--- src/rtl/lpm_pkg.sv ---
package lpm_pkg;
  typedef enum logic [1:0] {
    ST_IDLE = 2'd0,
    ST_WALK = 2'd1,
    ST_RESP = 2'd2
  } walk_st_e;
endpackage

--- src/rtl/lpm_node_mem.sv ---
module lpm_node_mem #(
  parameter int NUM_NODES = 64,
  parameter int WORD_W    = 21,
  parameter int IDX_W     = 6
) (
  input  logic              clk_i,
  input  logic              we_i,
  input  logic [IDX_W-1:0]  wr_idx_i,
  input  logic [WORD_W-1:0] wr_word_i,
  input  logic              rd_en_i,
  input  logic [IDX_W-1:0]  rd_idx_i,
  output logic [WORD_W-1:0] rd_word_o
);
  logic [WORD_W-1:0] mem_q [NUM_NODES];

  always_ff @(posedge clk_i) begin
    if (we_i && (int'(wr_idx_i) < NUM_NODES)) mem_q[wr_idx_i] <= wr_word_i;
  end

  // synchronous read, old data on same-index collision
  always_ff @(posedge clk_i) begin
    if (rd_en_i) rd_word_o <= mem_q[rd_idx_i];
  end
endmodule

--- src/rtl/lpm_walker.sv ---
module lpm_walker
  import lpm_pkg::*;
#(
  parameter int ADDR_W = 32,
  parameter int IDX_W  = 6,
  parameter int NH_W   = 8,
  parameter int LEN_W  = 6,
  parameter int WORD_W = 1 + NH_W + 2 * IDX_W
) (
  input  logic              clk_i,
  input  logic              rst_ni,
  input  logic              req_valid_i,
  output logic              req_ready_o,
  input  logic [ADDR_W-1:0] req_addr_i,
  output logic              rsp_valid_o,
  output logic              rsp_hit_o,
  output logic [NH_W-1:0]   rsp_nh_o,
  output logic [LEN_W-1:0]  rsp_len_o,
  output logic              rd_en_o,
  output logic [IDX_W-1:0]  rd_idx_o,
  input  logic [WORD_W-1:0] rd_word_i
);
  walk_st_e           st_q, st_d;
  logic [ADDR_W-1:0]  addr_q, addr_d;
  logic [LEN_W-1:0]   depth_q, depth_d;
  logic               best_hit_q, best_hit_d;
  logic [NH_W-1:0]    best_nh_q, best_nh_d;
  logic [LEN_W-1:0]   best_len_q, best_len_d;
  logic               rsp_hit_d;
  logic [NH_W-1:0]    rsp_nh_d;
  logic [LEN_W-1:0]   rsp_len_d;

  // node word fields
  logic               n_pfx;
  logic [NH_W-1:0]    n_nh;
  logic [IDX_W-1:0]   n_left, n_right, n_next;
  logic               cur_hit;
  logic [NH_W-1:0]    cur_nh;
  logic [LEN_W-1:0]   cur_len;
  logic               stop;

  assign {n_pfx, n_nh, n_left, n_right} = rd_word_i;
  assign n_next  = addr_q[ADDR_W-1] ? n_right : n_left;
  assign cur_hit = best_hit_q | n_pfx;
  assign cur_nh  = n_pfx ? n_nh : best_nh_q;
  assign cur_len = n_pfx ? depth_q : best_len_q;
  assign stop    = (depth_q == LEN_W'(ADDR_W)) || (n_next == '0);

  assign req_ready_o = (st_q == ST_IDLE);
  assign rsp_valid_o = (st_q == ST_RESP);

  always_comb begin
    st_d       = st_q;
    addr_d     = addr_q;
    depth_d    = depth_q;
    best_hit_d = best_hit_q;
    best_nh_d  = best_nh_q;
    best_len_d = best_len_q;
    rsp_hit_d  = rsp_hit_o;
    rsp_nh_d   = rsp_nh_o;
    rsp_len_d  = rsp_len_o;
    rd_en_o    = 1'b0;
    rd_idx_o   = '0;
    unique case (st_q)
      ST_IDLE: if (req_valid_i) begin
        rd_en_o    = 1'b1;
        addr_d     = req_addr_i;
        depth_d    = '0;
        best_hit_d = 1'b0;
        best_nh_d  = '0;
        best_len_d = '0;
        st_d       = ST_WALK;
      end
      ST_WALK: begin
        if (stop) begin
          rsp_hit_d = cur_hit;
          rsp_nh_d  = cur_hit ? cur_nh : '0;
          rsp_len_d = cur_hit ? cur_len : '0;
          st_d      = ST_RESP;
        end else begin
          rd_en_o    = 1'b1;
          rd_idx_o   = n_next;
          addr_d     = addr_q << 1;
          depth_d    = depth_q + 1'b1;
          best_hit_d = cur_hit;
          best_nh_d  = cur_nh;
          best_len_d = cur_len;
        end
      end
      ST_RESP: st_d = ST_IDLE;
      default: st_d = ST_IDLE;
    endcase
  end

  always_ff @(posedge clk_i or negedge rst_ni) begin
    if (!rst_ni) begin
      st_q       <= ST_IDLE;
      addr_q     <= '0;
      depth_q    <= '0;
      best_hit_q <= 1'b0;
      best_nh_q  <= '0;
      best_len_q <= '0;
      rsp_hit_o  <= 1'b0;
      rsp_nh_o   <= '0;
      rsp_len_o  <= '0;
    end else begin
      st_q       <= st_d;
      addr_q     <= addr_d;
      depth_q    <= depth_d;
      best_hit_q <= best_hit_d;
      best_nh_q  <= best_nh_d;
      best_len_q <= best_len_d;
      rsp_hit_o  <= rsp_hit_d;
      rsp_nh_o   <= rsp_nh_d;
      rsp_len_o  <= rsp_len_d;
    end
  end
endmodule

--- src/rtl/lpm_trie_walker.sv ---
module lpm_trie_walker #(
  parameter int ADDR_W    = 32,
  parameter int NUM_NODES = 64,
  parameter int NH_W      = 8,
  localparam int IDX_W    = $clog2(NUM_NODES),
  localparam int LEN_W    = $clog2(ADDR_W + 1)
) (
  input  logic              clk_i,
  input  logic              rst_ni,
  input  logic              req_valid_i,
  output logic              req_ready_o,
  input  logic [ADDR_W-1:0] req_addr_i,
  output logic              rsp_valid_o,
  output logic              rsp_hit_o,
  output logic [NH_W-1:0]   rsp_nh_o,
  output logic [LEN_W-1:0]  rsp_len_o,
  input  logic              node_we_i,
  input  logic [IDX_W-1:0]  node_idx_i,
  input  logic [IDX_W-1:0]  node_left_i,
  input  logic [IDX_W-1:0]  node_right_i,
  input  logic              node_pfx_i,
  input  logic [NH_W-1:0]   node_nh_i
);
  localparam int WORD_W = 1 + NH_W + 2 * IDX_W;

  logic              rd_en;
  logic [IDX_W-1:0]  rd_idx;
  logic [WORD_W-1:0] rd_word;

  lpm_node_mem #(
    .NUM_NODES(NUM_NODES), .WORD_W(WORD_W), .IDX_W(IDX_W)
  ) u_mem (
    .clk_i    (clk_i),
    .we_i     (node_we_i),
    .wr_idx_i (node_idx_i),
    .wr_word_i({node_pfx_i, node_nh_i, node_left_i, node_right_i}),
    .rd_en_i  (rd_en),
    .rd_idx_i (rd_idx),
    .rd_word_o(rd_word)
  );

  lpm_walker #(
    .ADDR_W(ADDR_W), .IDX_W(IDX_W), .NH_W(NH_W), .LEN_W(LEN_W), .WORD_W(WORD_W)
  ) u_walk (
    .clk_i      (clk_i),
    .rst_ni     (rst_ni),
    .req_valid_i(req_valid_i),
    .req_ready_o(req_ready_o),
    .req_addr_i (req_addr_i),
    .rsp_valid_o(rsp_valid_o),
    .rsp_hit_o  (rsp_hit_o),
    .rsp_nh_o   (rsp_nh_o),
    .rsp_len_o  (rsp_len_o),
    .rd_en_o    (rd_en),
    .rd_idx_o   (rd_idx),
    .rd_word_i  (rd_word)
  );
endmodule

--- config.mk ---
export PLATFORM = sky130hd
export DESIGN_NAME = lpm_trie_walker
export DESIGN_NICKNAME = d
export VERILOG_FILES = /design/src/rtl/lpm_pkg.sv /design/src/rtl/lpm_node_mem.sv /design/src/rtl/lpm_walker.sv /design/src/rtl/lpm_trie_walker.sv
export SDC_FILE = /design/constraint.sdc
export NUM_CORES = 2
export LEC_CHECK = 0
export BUFFER_PORTS_ARGS = -buffer_cell sky130_fd_sc_hd__buf_2
export CAP_MARGIN = 20
export CORE_AREA = 2 2 382 384
export DETAILED_ROUTE_END_ITERATION = 12
export DIE_AREA = 0 0 384 386
export PLACE_DENSITY_LB_ADDON = 0.1
export SETUP_SLACK_MARGIN = 0.1
export SYNTH_ARGS = -nofsm -noshare
export SYNTH_HDL_FRONTEND = slang
export SYNTH_SLANG_ARGS = --single-unit
--- constraint.sdc ---
create_clock -name clk_i -period 4.29 [get_ports clk_i]
set_clock_uncertainty 0.1 [all_clocks]
set_input_delay 0.6435 -clock clk_i [delete_from_list [all_inputs] [get_ports clk_i]]
set_output_delay 0.6435 -clock clk_i [all_outputs]
set_load 0.01 [all_outputs]
==> reports/results.ini <==
[status]
status=completed

[logic_synthesis]
synth.most_common_cell=edfxtp_1
synthTopCellsByArea=edfxtp_1 72%, nand2_1 7.3%, dfrtp_1 3.1%
synthCells=4176
synthFlopType=edfxtp_1
synthTopCellsByCount=1365 x edfxtp_1, 1107 x nand2_1, 279 x nand3_1
ys_seq_area_share_pct=74.6
yosys_warnings=0
synth.distinct_cells=72
synthArstFlopShare_pct=4.88
synth_area_mm2=0.0573
ys_ff_latch=1435
syn-num-nets=4241
synth_top_area_share_pct=71.5
synth_area_per_cell_um2=13.7
synth_edf_count=1365
yosysTopAreaCell=edfxtp_1

[placement]
place_area_mm2=0.0614
globalplace.congestion=0.838
dp_hpwl_um=110000
io_buffers=79
pre_cts_slack_ps=229

[setup_path]
worstPathArrival_ps=4430
required_ps=4720
crit_type=reg2reg
startpoint_type=register
crit_top_cell=buf_12
max_stage_delay_ps=810
end_kind=register
cp_slowest_cell=a2111oi_2
cp_max_fo=49
cp_cell_sequence=inv_1, ha_1, and2_1, a211oi_4, buf_12, buf_12, mux2i_1, a221o_1, o21ai_0, a2111oi_2, o31a_1, o22ai_1
crit_family=compound AO/OA/AOI/OAI gates
path_buf_inv=3

[pwr]
powerDensity_mw_per_mm2=795
power_mw=52.7
p_leak_nw=22.8
ir_drop_v=0.000605

[hold_path]
hold_path.class=in2reg

[route]
drt_iter0_markers=3838
drt-wirelength-per-cell_um=28.6
dr.pass1.iters=6
routed_wl_um=184000
avgViaCountPerCell=5.62
route.detailed.drc=0
ant_nets=0
vias=36200

[floorplanning]
die_y_um=386
start_util_pct=39.6
die_w_um=384
coreArea_mm2=0.145
rows=140
io_pins=80
die_area_mm2=0.148

[timing]
finalWorstSetupSlack_ps=296
fin_setup_tns_ps=0
min_period_over_period_pct=93.1
relSlewSlack_pct=26.8
period_minus_slack_ps=3990
maxSlewViolCount=0
fmax_ghz=0.250
rsz0062_at_grt=false
max_slew.worst_pin.slew_ps=1100
hold_viol_final=0
setup-violations-final=0

[clock_network]
path_clk_slew_ps=60
clock_path_buffers=3
root_buffer=clkbuf_16
cts_made_buffers=157
cts_tree=built
worst_skew_pair.late_latency_ps=810
cts_sinks=1435
htreeDepth=4

[final_layout]
design_area_mm2=0.0663
area_growth_pct=15.8
fin_nets=4469
drive_above_1_share_pct=14.7

[global_routing]
use_met3_pct=4.71
grt_usage_pct=24.8
grt_util_met1_pct=35.4
grt.busiest_layer=met2
antenna_found_initial=16
grt_pass1_wl_um=262000
grt_pass1_vias=35000
met2_usage_pct=38.7
grt_overflow=0
grt_max_degree=82

[run]
maxCapViolCount=0

[per-stage QoR]
stage	cells	utilization (%)	hold slack, ps
2_1_floorplan	4176	-	248
3_3_place_gp	6155	42.5	360
3_5_place_dp	6157	42.5	371
4_1_cts	6438	45.8	0.530
5_1_grt	6439	45.9	16.6
6_report	6445	45.9	44.4
[layer usage]
metal | up-vias | share of wire, %
met3 | 225 | 6.8
met5 | - | 0.011
li1 | 16100 | -
met2 | 1249 | 46
met4 | 2 | 2.7
met1 | 18700 | 45
[cell type report]
cell class,instances,area [um2]
clock buffers,206,4180
flip-flops and latches,1435,42700
well taps,1917,2400
repair buffers,339,2790
inverters,5,18.8
fillers,12900,78200
multi-input cells,2466,13600
diodes,6,15.0
clock inverters,71,599
[worst reg2reg max path, stage by stage (launching register included)]
cell       delay (ps)
dfrtp_1           440
inv_1              70
ha_1              250
and2_1            250
a211oi_4          350
buf_12            250
buf_12            310
mux2i_1           300
a221o_1           190
o21ai_0           110
a2111oi_2         810
o31a_1            250
o22ai_1            60
[where the power goes]
part	switching, mW	total (mW)	internal [mW]
combinational	16.0	23.4	7.34
sequential	0.494	16.5	16.0
clock	5.57	12.8	7.28
total	22.1	52.7	30.6
[layout by cell type, fill, tap and decap left out, types with 14 or more instances in the layout]
master     Yosys  final
a21oi_1       97     96
a32oi_1       69     69
and2_1        14     14
a211oi_1      26     25
mux2_2        26     25
buf_2        115     78
a311oi_1      27     27
nand3_1      279    279
o21ai_0       88     88
edfxtp_1    1365   1365
dfrtp_1       70     70
nand2_1     1107   1107
buf_4         23    223
nand4_1       38     38
clkinv_1       0     33
clkinv_2       0     17
clkbuf_1     101     46
nor2_1       134     69
nor2_2         1     64
mux2i_1      160    158
clkbuf_16      0    160
a221o_1       22     22
a31oi_1       89     89
buf_12         0     34
nor4_1        36     33
and3_1        77     77
[path summary, 6_finish.rpt]
| check | startpoint | cells after the start | to | slack [ps] |
|---|---|---|---|---|
| max reg2reg | u_walk.depth_q[0] | 12 | u_mem.rd_word_o[8] | 300 |
| max in group asynchronous | rst_ni | 2 | u_walk.depth_q[2] | 3050 |
| min | req_addr_i[8] | 3 | u_walk.addr_q[8] | 40 |
| max | u_walk.depth_q[0] | 12 | u_mem.rd_word_o[8] | 300 |
| min in group asynchronous | rst_ni | 2 | u_walk.addr_q[15] | 450 |
| min reg2reg | u_walk.addr_q[2] | 2 | u_walk.addr_q[2] | 380 |
[logic make-up (layout without fill, tap and decap cells)]
| family | count (synthesis) | in the layout | synth area share, % |
|---|---|---|---|
| AOI/OAI and AO/OA | 531 | 531 | 6.56 |
| xor gates and xnor gates | 3 | 3 | 0.0459 |
| adders and majority gates | 2 | 2 | 0.0437 |
| buffers and inverters | 275 | 621 | 2.30 |
| DFF | 1435 | 1435 | 74.6 |
| muxes | 192 | 192 | 3.43 |
| other | 0 | 6 | 0 |
| and+or+nand+nor | 1738 | 1738 | 13.0 |
[sequential cells by signal, summed over array words and instances (netlist names)]
name and count:
u_walk.addr_q 32, u_mem.rd_word_o 21, u_mem.mem_q 1344, u_walk.rsp_hit_o 1
u_walk.rsp_nh_o 8, u_walk.best_len_q 6, u_walk.depth_q 6, u_walk.rsp_len_o 6
u_walk.best_nh_q 8, u_walk.best_hit_q 1, u_walk.st_q 2
[repair_timing]
| item | CTS | global route |
|---|---|---|
| hold buffers | 4 | 0 |
| hold endpoints to repair | 73 | 0 |
| resized for setup | 0 | 5 |
| buffers inserted | 0 | 0 |
| endpoints found under the setup margin | 0 | 5 |
No activity file was read; power rests on OpenSTA's default activity.
